### src/rtl/retro_addr_decoder.sv
module retro_addr_decoder #(
  parameter int DW = 8,
  parameter logic [DW-1:0] BUS_INIT = 8'hFF
) (
  input  logic          clk,
  input  logic          rst_n,
  input  logic [15:0]   cpu_addr,
  input  logic          cpu_rd,
  input  logic          cpu_wr,
  input  logic [DW-1:0] cpu_wdata,
  output logic [DW-1:0] cpu_rdata,
  output logic [DW-1:0] bus_val,
  output logic          ram_sel,
  output logic          ram_we,
  output logic [15:0]   ram_off,
  input  logic [DW-1:0] ram_rdata,
  output logic          sw_sel,
  output logic          sw_we,
  output logic [7:0]    sw_off,
  input  logic [DW-1:0] sw_rdata,
  output logic          slot_sel,
  output logic [2:0]    slot_num,
  output logic [7:0]    slot_off,
  input  logic [DW-1:0] slot_rdata,
  output logic          xrom_sel,
  output logic [10:0]   xrom_off,
  input  logic [DW-1:0] xrom_rdata,
  output logic          card_sel,
  output logic          card_we,
  output logic [13:0]   card_off,
  input  logic [DW-1:0] card_rdata,
  input  logic          card_inhibit,
  output logic          rom_sel,
  output logic [13:0]   rom_off,
  input  logic [DW-1:0] rom_rdata
);
  localparam logic [15:0] HI_BASE = 16'hD000;
  localparam logic [3:0]  IO_PAGE = 4'hC;

  logic [DW-1:0] bus_q;
  logic          act, rd_op, wr_op;
  logic          in_ram, in_io, in_hi, sw_hit, slot_hit, xrom_hit;
  logic [15:0]   hi_rel;

  assign wr_op = cpu_wr;
  assign rd_op = cpu_rd & ~cpu_wr;
  assign act   = cpu_rd | cpu_wr;

  assign in_ram   = ~(cpu_addr[15] & cpu_addr[14]);
  assign in_io    = cpu_addr[15:12] == IO_PAGE;
  assign in_hi    = ~in_ram & ~in_io;
  assign sw_hit   = in_io & ~cpu_addr[11] & (cpu_addr[10:8] == 3'd0);
  assign slot_hit = in_io & ~cpu_addr[11] & (cpu_addr[10:8] != 3'd0);
  assign xrom_hit = in_io & cpu_addr[11];

  assign ram_sel  = act & in_ram;
  assign ram_we   = wr_op & in_ram;
  assign sw_sel   = act & sw_hit;
  assign sw_we    = wr_op & sw_hit;
  assign slot_sel = rd_op & slot_hit;
  assign xrom_sel = rd_op & xrom_hit;
  assign card_sel = act & in_hi;
  assign card_we  = wr_op & in_hi;
  assign rom_sel  = rd_op & in_hi & ~card_inhibit;

  assign hi_rel   = cpu_addr - HI_BASE;
  assign ram_off  = cpu_addr;
  assign sw_off   = cpu_addr[7:0];
  assign slot_num = cpu_addr[10:8];
  assign slot_off = cpu_addr[7:0];
  assign xrom_off = cpu_addr[10:0];
  assign card_off = hi_rel[13:0];
  assign rom_off  = hi_rel[13:0];

  assign bus_val  = wr_op ? cpu_wdata : bus_q;

  always_comb begin
    cpu_rdata = bus_val;
    if (rd_op) begin
      if (in_ram)        cpu_rdata = ram_rdata;
      else if (sw_hit)   cpu_rdata = sw_rdata;
      else if (slot_hit) cpu_rdata = slot_rdata;
      else if (xrom_hit) cpu_rdata = xrom_rdata;
      else               cpu_rdata = card_inhibit ? card_rdata : rom_rdata;
    end
  end

  always_ff @(posedge clk) begin
    if (!rst_n)   bus_q <= BUS_INIT;
    else if (act) bus_q <= cpu_rdata;
  end

  a_r5_one_target: assert property (@(posedge clk) disable iff (!rst_n)
    $onehot0({ram_sel, sw_sel, slot_sel, xrom_sel, card_sel}));

  a_r5_no_rom_write: assert property (@(posedge clk) disable iff (!rst_n)
    cpu_wr |-> !slot_sel && !xrom_sel && !rom_sel);

  a_r7_rom_yields: assert property (@(posedge clk) disable iff (!rst_n)
    rom_sel |-> card_sel && !card_inhibit);

  a_r8_read_latch: assert property (@(posedge clk) disable iff (!rst_n)
    (cpu_rd && !cpu_wr) |=> bus_val == $past(cpu_rdata) || cpu_wr);

  a_r9_write_latch: assert property (@(posedge clk) disable iff (!rst_n)
    cpu_wr |=> bus_q == $past(cpu_wdata));

  a_r10_idle_hold: assert property (@(posedge clk) disable iff (!rst_n)
    (!cpu_rd && !cpu_wr) |=> $stable(bus_q));
endmodule

### config.mk
export PLATFORM = sky130hd
export DESIGN_NAME = retro_addr_decoder
export DESIGN_NICKNAME = d
export VERILOG_FILES = /design/src/rtl/retro_addr_decoder.sv
export SDC_FILE = /design/constraint.sdc
export NUM_CORES = 1
export LEC_CHECK = 0
export ABC_AREA = 1
export BUFFER_PORTS_ARGS = -buffer_cell sky130_fd_sc_hd__buf_2
export CAP_MARGIN = 20
export CORE_ASPECT_RATIO = 0.7
export CORE_MARGIN = 1
export CORE_UTILIZATION = 33
export DETAILED_ROUTE_END_ITERATION = 7
export MAX_ROUTING_LAYER = met4
export PLACE_DENSITY = 0.84
export SLEW_MARGIN = 20
export SYNTH_ARGS = -nofsm -noshare
export SYNTH_HDL_FRONTEND = slang
export SYNTH_SLANG_ARGS = --single-unit
### constraint.sdc
create_clock -name clk -period 1.17 [get_ports clk]
set_clock_uncertainty 0.05 [all_clocks]
set_input_delay 0.0585 -clock clk [delete_from_list [all_inputs] [get_ports clk]]
set_output_delay 0.0585 -clock clk [all_outputs]
set_load 0.02 [all_outputs]
; Word-level counts from Yosys, hierarchy flattened
; Index checks and enable logic that the tools add are counted.
[word_totals]
register_bits = 8
input_bits = 77
out_inout_bits = 99
wordCells = 35
[op_classes]
addsub = 1
eq_ne = 1
mux = 7
n_bitwise = 23
reduce_logical = 2
[op_table]
columns = operator, count
row1 = $mux W8, 7
row2 = $and A1 B1 Y1, 17
row3 = $sub A14 B13 Y14 const B, 1
row4 = $not A1 Y1, 5
row5 = $eq A4 B4 Y1 const B, 1
row6 = $logic_not A3 Y1, 1
row7 = $reduce_bool A3 Y1, 1
row8 = $or A1 B1 Y1, 1

; Longest topological paths before layout
; Gate-level depths: netlist of the first run.
[depth]
word_depth = 7
mapped_depth = 11
mapped_depth_nobuf = 11

; Worst setup path before layout of the first run
; OpenSTA, ideal clock, no wires.
[synth_timing]
path_type = input port to output port
from = input port cpu_addr[12]
to = output port cpu_rdata[0]
arrival_ns = 1.280
t_required_ns = 1.062
setup_slack_ns = -0.219
stages = 11
path_buffers = 1
path_cell_list = inv_1 > ha_1 > nand3_2 > nor2_4 > buf_6 > o21ai_1 > nand2_1 > nand2_1 > nand2_1 > nand2_1 > inv_1
[synth_via]
elab_chain_len = 7
word_cells_on_any_way = 10
cone_classes = eq/ne: 1 / mux: 5 / bitwise: 4
[synth_lines]
columns = item, line_no
row1 = from (decl), 7  ; input logic [15:0] cpu_addr,
row2 = $eq A4 B4 Y1 (*), 50  ; assign in_io = cpu_addr[15:12] == IO_PAGE;
row3 = "$and A1 B1 Y1, on equally long branches", "54, 52, 53"
row4 = $mux W8 or $and A1 B1 Y1 (tied branches), "83, 53"
row5 = $mux W8, 82  ; else if (slot_hit) cpu_rdata = slot_rdata;
row6 = $mux W8 (*), 81  ; else if (sw_hit) cpu_rdata = sw_rdata;
row7 = $mux W8 (*), 80  ; if (in_ram) cpu_rdata = ram_rdata;
row8 = $mux W8 (*), 79  ; if (rd_op) begin
row9 = to (decl), 11  ; output logic [DW-1:0] cpu_rdata,
; Mark *: on every way between the ends. The rest lies on a longest branch, timed or not.

; Worst setup path in the final report of the first run
[layout_timing]
from = input port cpu_addr[12]
to = output port cpu_rdata[7]
; The elaborated chain is that of the path after synthesis.

==> summary.md, run 1 <==
### Finish
- **relative area change from synthesis to final layout** 32.4%
- **largest registers ranked by flip-flop count** bus_q x8
- **register with the most flip-flops** bus_q
- **Largest register FFs** 8
- **fraction of layout cells with a size suffix above 1** 0.477
- **number of nets in the final layout** 466
- **total inserted antenna cells** 0

### Synthesis
- **synthesized instance count** 317
- **number of warnings reported in the yosys synthesis log** 0
- **Avg Inst Size Synth** 5.50 sq um
- **Synth area leader** buf_4
- **post-synth top area share** 0.319
- **register area share after synthesis** 0.0919
- **ranking of synthesized cells by area** buf_4 (32%), nand2_1 (19%), inv_1 (12%)
- **number of distinct library cells after synthesis** 20
- **synthesized area** 1740 sq um
- **post-synthesis register bit count** 8
- **post-synthesis net count** 395

### Place
- **Detail Placement HPWL** 4220 um
- **global placer's final weighted congestion** 0.840
- **minimum setup slack after placement** -0.332 ns
- **count of input and output buffers** 119

### Global routing
- **maximum number of pins on one net before global-route repair** 18
- **GRT Resource Usage Total** 0.202
- **remaining global-route overflow** 0
- **global-route wire length before repair** 8540 um
- **number of global-route vias before repair** 1977
- **number of antenna violations at the first check in global routing** 0

### Timing
- **final period utilization** 1.24
- **Max Fclk** 691 MHz
- **Worst Hold Slack** 0.0357 ns
- **shortest period the worst path allows** 1.45 ns
- **Setup Viol. Count Final** 11
- **Slew Limit Fails** 0
- **Rel. slew slack** 0.763
- **slew of the pin with the lowest slew margin** 0.354 ns
- **Worst Slack Setup Final** -0.278 ns
- **count of endpoints failing hold in the final timing report** 0
- **RSZ-0062 raised after global routing** yes

### Floorplanning
- **starting utilization of the core area** 0.353
- **die extent in x** 88.9 um
- **standard-cell row count** 21
- **total I/O pin count** 176
- **area of the core** 4940 sq um
- **vertical die dimension** 62.8 um
- **die outline area** 5580 sq um

### Critical path
- **worst stage delay on the critical path** 0.17 ns
- **Arr. time, crit path** 1.34 ns
- **number of cells traversed by the worst register-to-register path** 9
- **crit start category** input pin
- **Worst Setup End Kind** output port
- **Reg-to-Reg End** bus_q[1]
- **most frequent CP cell** nand2_1
- **critical-path maximum fanout** 4
- **launching point of the worst reg2reg path** bus_q[1]
- **critical setup path kind** input pin to output port
- **critical path's slowest cell** buf_4
- **setup slack on the worst flop-to-flop path** 0.04 ns
- **end of the critical path** cpu_rdata[7]
- **Worst setup startpoint** cpu_addr[12]
- **Crit path required time** 1.06 ns
- **cell chain of the critical path** buf_6 -> clkinvlp_4 -> ha_4 -> nand3_4 -> nor2_4 -> buf_4 -> buf_16 -> o21ai_1 -> nand2_1 -> nand2_1 -> nand2_1 -> nand2_2 -> inv_2 -> buf_4

### Drt
- **post-detailed-route count of antenna-violating nets** 0
- **total number of vias** 2001
- **count of unresolved DRC violations after routing** 0
- **number of search-and-repair iterations in the first detailed-routing pass** 4
- **number of violations reported at the end of detailed-routing iteration 0** 77
- **Avg WL per Cell** 12.0 um
- **Via-to-Cell Ratio** 4.40
- **Final Routed Wirelength** 5460 um

### Pwr
- **ratio of total power to cell area** 643 nW/um^2
- **leakage power figure** 1.43 nW
- **maximum VDD drop** 0.362 mV

### Clocking
- **Sink Count** 8
- **clock tree from TritonCTS** built
- **number of buffers added to fix hold violations after cts** 0
- **root buffer cell** clkbuf_8
- **clock latency at the later pin of the worst-skew pair** 0.23 ns
- **number of clock buffers inserted by TritonCTS** 3
- **register clock-pin slew on the reported worst setup and hold paths** 0.04 ns
- **Max Root-Sink Buffers** 2
- **# H-tree levels** 1

### Run status
- **result of the run** complete, but fails checks
- **violated checks** negative setup slack

### Min path
- **cell depth of the worst hold path** 2
- **Tightest Hold Check Type** input pin to register

### Run
- **max-cap violations** 0

## critical path, delay by kind of cell
kind,cells,cell delay (ns)
adder cells (fa/ha/maj),1,0.15
buffers and inverters,6,0.61
AO/OA/AOI/OAI,1,0.06
AND/OR/NAND/NOR,6,0.47
## cells in the mapped netlist
cell / instances
nand2_1: 90
buf_4: 74
inv_1: 56
nor2_1: 32
nand3_1: 15
a21oi_1: 8
dfxtp_1: 8
nand3b_1: 8
o21ai_1: 7
buf_2: 4
buf_6: 3
nand2_2: 2
nor2_4: 2
o21ai_0: 2
buf_1: 1
ha_1: 1
nand3_2: 1
nand4_1: 1
nand4_2: 1
nor3_1: 1
## cell usage in the layout, fill, tap and decap left out
| master | n |
|---|---|
| nand2_2 | 8 |
| nor2_2 | 1 |
| nor2_4 | 3 |
| nor3_2 | 1 |
| buf_6 | 8 |
| nand2_1 | 82 |
| buf_2 | 106 |
| nand3_1 | 10 |
| a21oi_1 | 8 |
| nand3_2 | 5 |
| ha_4 | 1 |
| o21ai_1 | 7 |
| clkbuf_8 | 3 |
| o21ai_0 | 2 |
| inv_1 | 46 |
| buf_16 | 1 |
| nand3b_1 | 8 |
| nand4_1 | 1 |
| nand2_4 | 1 |
| clkinvlp_4 | 3 |
| nor2_1 | 30 |
| buf_12 | 2 |
| nand2_8 | 1 |
| clkbuf_4 | 2 |
| inv_2 | 8 |
| dfxtp_1 | 8 |
| buf_4 | 27 |
| nand3_4 | 1 |
| nand4_4 | 2 |
## where the power goes
part           internal, mW  switching (mW)  leakage (nW)
Combinational         0.353           0.497          1.35
Sequential            0.297         0.00620        0.0667
Clock                 0.223           0.109        0.0216
## kinds of logic after synthesis
kind of cell,synth area share
buffers and inverters,0.472
and+or+nand+nor,0.380
adders and majority gates,0.00718
DFF,0.0919
AOI/OAI and AO/OA,0.0488
## per-layer routing
| layer | vias up | share of wire | track usage |
|---|---|---|---|
| li1 | 1010 | - | - |
| met2 | 123 | 0.46 | 0.336 |
| met3 | 2 | 0.10 | 0.0594 |
| met1 | 866 | 0.43 | 0.244 |
| met4 | 0 | 0.0026 | 0.0323 |
| met5 | - | 0 | - |
## per-stage QoR
step	total power, mW	area (sq um)	util	instances	TNS (ns)
2_1_floorplan	1.04	1770	-	317	-1.00
3_3_place_gp	1.04	2000	0.405	441	-3.78
3_5_place_dp	1.05	2000	0.405	441	-4.52
4_1_cts	1.46	2210	0.447	453	-2.15
5_1_grt	1.59	2310	0.467	455	-4.07
6_report	1.48	2310	0.467	455	-2.29
## worst min path at each step
stage,to,start
after floorplan,card_off[12],cpu_addr[12]
after CTS,bus_q[5],rst_n
after detailed placement,rom_off[1],cpu_addr[1]
after global placement,rom_off[1],cpu_addr[1]
final,bus_q[5],rst_n
after global routing,bus_q[5],rst_n
## what timing repair did
item	in CTS	in global routing
buffers inserted	7	1
endpoints found under the setup margin	19	25
pin swaps	7	2
resized for setup	19	25
gates cloned	2	1
## area by class of cell
cell class	instances	area (sq um)
clock buffers	3	41.3
fillers	563	2630
inverters	56	218
multi-input cells	172	888
flip-flops and latches	8	160
well taps	69	86.3
repair buffers	146	906
repair inverters	1	7.51
Note: power is estimated with default switching activity, not from simulation.
==> run 2: changes to the inputs <==
--- a/config.mk
+++ b/config.mk
@@ -13,7 +13,7 @@
 export CORE_UTILIZATION = 33
 export DETAILED_ROUTE_END_ITERATION = 7
 export MAX_ROUTING_LAYER = met4
-export PLACE_DENSITY = 0.84
+export PLACE_DENSITY_LB_ADDON = 0.08
 export SLEW_MARGIN = 20
 export SYNTH_ARGS = -nofsm -noshare
 export SYNTH_HDL_FRONTEND = slang
==> run 2 against run 1 <==
  * Final area increased by 1.4%
  * The run still ends with negative setup slack left
  * Clock power increased by 5%
  * Wire length decreased by 10%
  * Combinational power increased by 4.2%
  * Non-clock buffer count increased by 3
  * Sequential cell count unchanged
  * First-iteration DRC count decreased by 19%
  * Register-to-register slack improved by 0.15 ns
  * Via count decreased by 2.1%
  * Critical path depth unchanged
  * Global-route usage decreased by 2.9 points
  * Total power increased by 3.3%
==> summary.md, run 2 (same netlist as run 1, synthesis figures left out) <==
### Critical path
- **Arr. time, crit path** 1.32 ns
- **Worst Setup End Kind** output port
- **critical setup path kind** input pin to output port
- **launching point of the worst reg2reg path** bus_q[7]
- **Crit path required time** 1.06 ns
- **crit start category** input pin
- **critical-path maximum fanout** 6
- **Worst setup startpoint** cpu_addr[12]

### Floorplanning
- **vertical die dimension** 62.8 um
- **die outline area** 5580 sq um
- **die extent in x** 88.9 um
- **total I/O pin count** 176
- **standard-cell row count** 21
- **area of the core** 4940 sq um
- **starting utilization of the core area** 0.353

### Drt
- **Final Routed Wirelength** 4900 um
- **Via-to-Cell Ratio** 4.28
- **total number of vias** 1958
- **Avg WL per Cell** 10.7 um
- **total routed wire length on the met1 layer** 2270 um
- **number of violations reported at the end of detailed-routing iteration 0** 62
- **number of search-and-repair iterations in the first detailed-routing pass** 4
- **Detail Route met3 WL** 331 um
- **post-detailed-route count of antenna-violating nets** 0
- **uppermost signal routing layer after detailed routing** met4
- **amount of wire on met2 after detailed routing** 2260 um
- **count of unresolved DRC violations after routing** 0

### Clocking
- **number of clock buffers inserted by TritonCTS** 3
- **register clock-pin slew on the reported worst setup and hold paths** 0.05 ns
- **Max Root-Sink Buffers** 2
- **clock tree from TritonCTS** built
- **Sink Count** 8
- **# H-tree levels** 1
- **root buffer cell** clkbuf_8
- **clock latency at the later pin of the worst-skew pair** 0.23 ns

### Timing
- **shortest period the worst path allows** 1.43 ns
- **Rel. slew slack** 0.790
- **RSZ-0062 raised after global routing** yes
- **Slew Limit Fails** 0
- **final period utilization** 1.22
- **Worst Slack Setup Final** -0.262 ns
- **setup_tns** -2.22 ns
- **slew of the pin with the lowest slew margin** 0.314 ns
- **count of endpoints failing hold in the final timing report** 0
- **Setup Viol. Count Final** 14
- **Max Fclk** 698 MHz

### Global routing
- **global-route wire length before repair** 7470 um
- **GRT Resource Usage Total** 0.173
- **maximum number of pins on one net before global-route repair** 18
- **remaining global-route overflow** 0
- **number of global-route vias before repair** 1731
- **number of antenna violations at the first check in global routing** 0

### Run
- **max-cap violations** 0

### Min path
- **Tightest Hold Check Type** input pin to register
- **hold path startpoint** rst_n

### Finish
- **largest registers ranked by flip-flop count** bus_q x8
- **relative area change from synthesis to final layout** 34.2%
- **fraction of layout cells with a size suffix above 1** 0.479
- **highest-count cells in the layout ignoring fill and taps** buf_2 (103), nand2_1 (80), inv_1 (46)
- **most common cell after layout, fill and taps aside** buf_2
- **number of nets in the final layout** 468
- **filler instances** 592
- **total inserted antenna cells** 0
- **register with the most flip-flops** bus_q
- **Largest register FFs** 8

### Place
- **Detail Placement HPWL** 3890 um
- **count of input and output buffers** 119
- **global placer's final weighted congestion** 0.785
- **minimum setup slack after placement** -0.327 ns

### Pwr
- **maximum VDD drop** 0.337 mV
- **ratio of total power to cell area** 655 nW/um^2
- **leakage power figure** 1.47 nW

### Run status
- **result of the run** complete, but fails checks
- **violated checks** negative setup slack

run 2: power breakdown:
group	internal, mW	leakage, nW	total, mW	switching (mW)
clock	0.224	0.0216	0.347	0.122
sequential	0.296	0.0667	0.302	0.00559
combinational	0.393	1.38	0.885	0.492
run 2: worst paths after layout:
kind,cells after the start,end,slack [ns]
max reg2reg,8,bus_q[7],0.19
min reg2reg,6,bus_q[4],0.59
min,2,bus_q[7],0.04
max,14,cpu_rdata[7],-0.26
run 2: what timing repair did:
action / CTS / global route
endpoints found under the setup margin: 19 / 23
gates resized for setup: 35 / 28
gates cloned: 0 / 1
hold buffers: 0 / 0
pin swaps: 16 / 6
buffers inserted: 11 / 5
endpoints found under the hold margin: 0 / 0
run 2: critical path, stage by stage:
cell        delay, ns
buf_8            0.10
clkinvlp_4       0.08
ha_4             0.16
nand3_4          0.07
nor2_4           0.19
buf_6            0.16
nand3b_1         0.07
nand2_1          0.06
inv_1            0.03
nand2_1          0.05
nand2_1          0.06
nand2_2          0.08
inv_2            0.04
buf_6            0.12
run 2: cell type report:
cell class,count,area (sq um),share of cell area
well taps,69,86.3,0.0369
clock buffers,3,41.3,0.0176
repair buffers,149,956,0.409
multi-input cells,172,882,0.377
inverters,56,214,0.0914
flip-flops and latches,8,160,0.0684
run 2: metal layers:
| layer | track usage | vias to the layer above |
|---|---|---|
| li1 | - | 1017 |
| met2 | 0.304 | 78 |
| met1 | 0.209 | 859 |
| met3 | 0.0277 | 4 |
| met5 | - | - |
| met4 | 0.0262 | 0 |
run 2: through the flow:
step                instances  total power, mW  utilization  instance area (sq um)  hold WS (ns)
CTS                       454             1.51        0.449                   2220        0.0372
global route              457             1.65        0.474                   2340        0.0461
floorplan                 317             1.04            -                   1770         0.178
detailed placement        444             1.05        0.407                   2010        0.0675
finish                    457             1.53        0.474                   2340        0.0429
global placement          444             1.05        0.407                   2010        0.0675
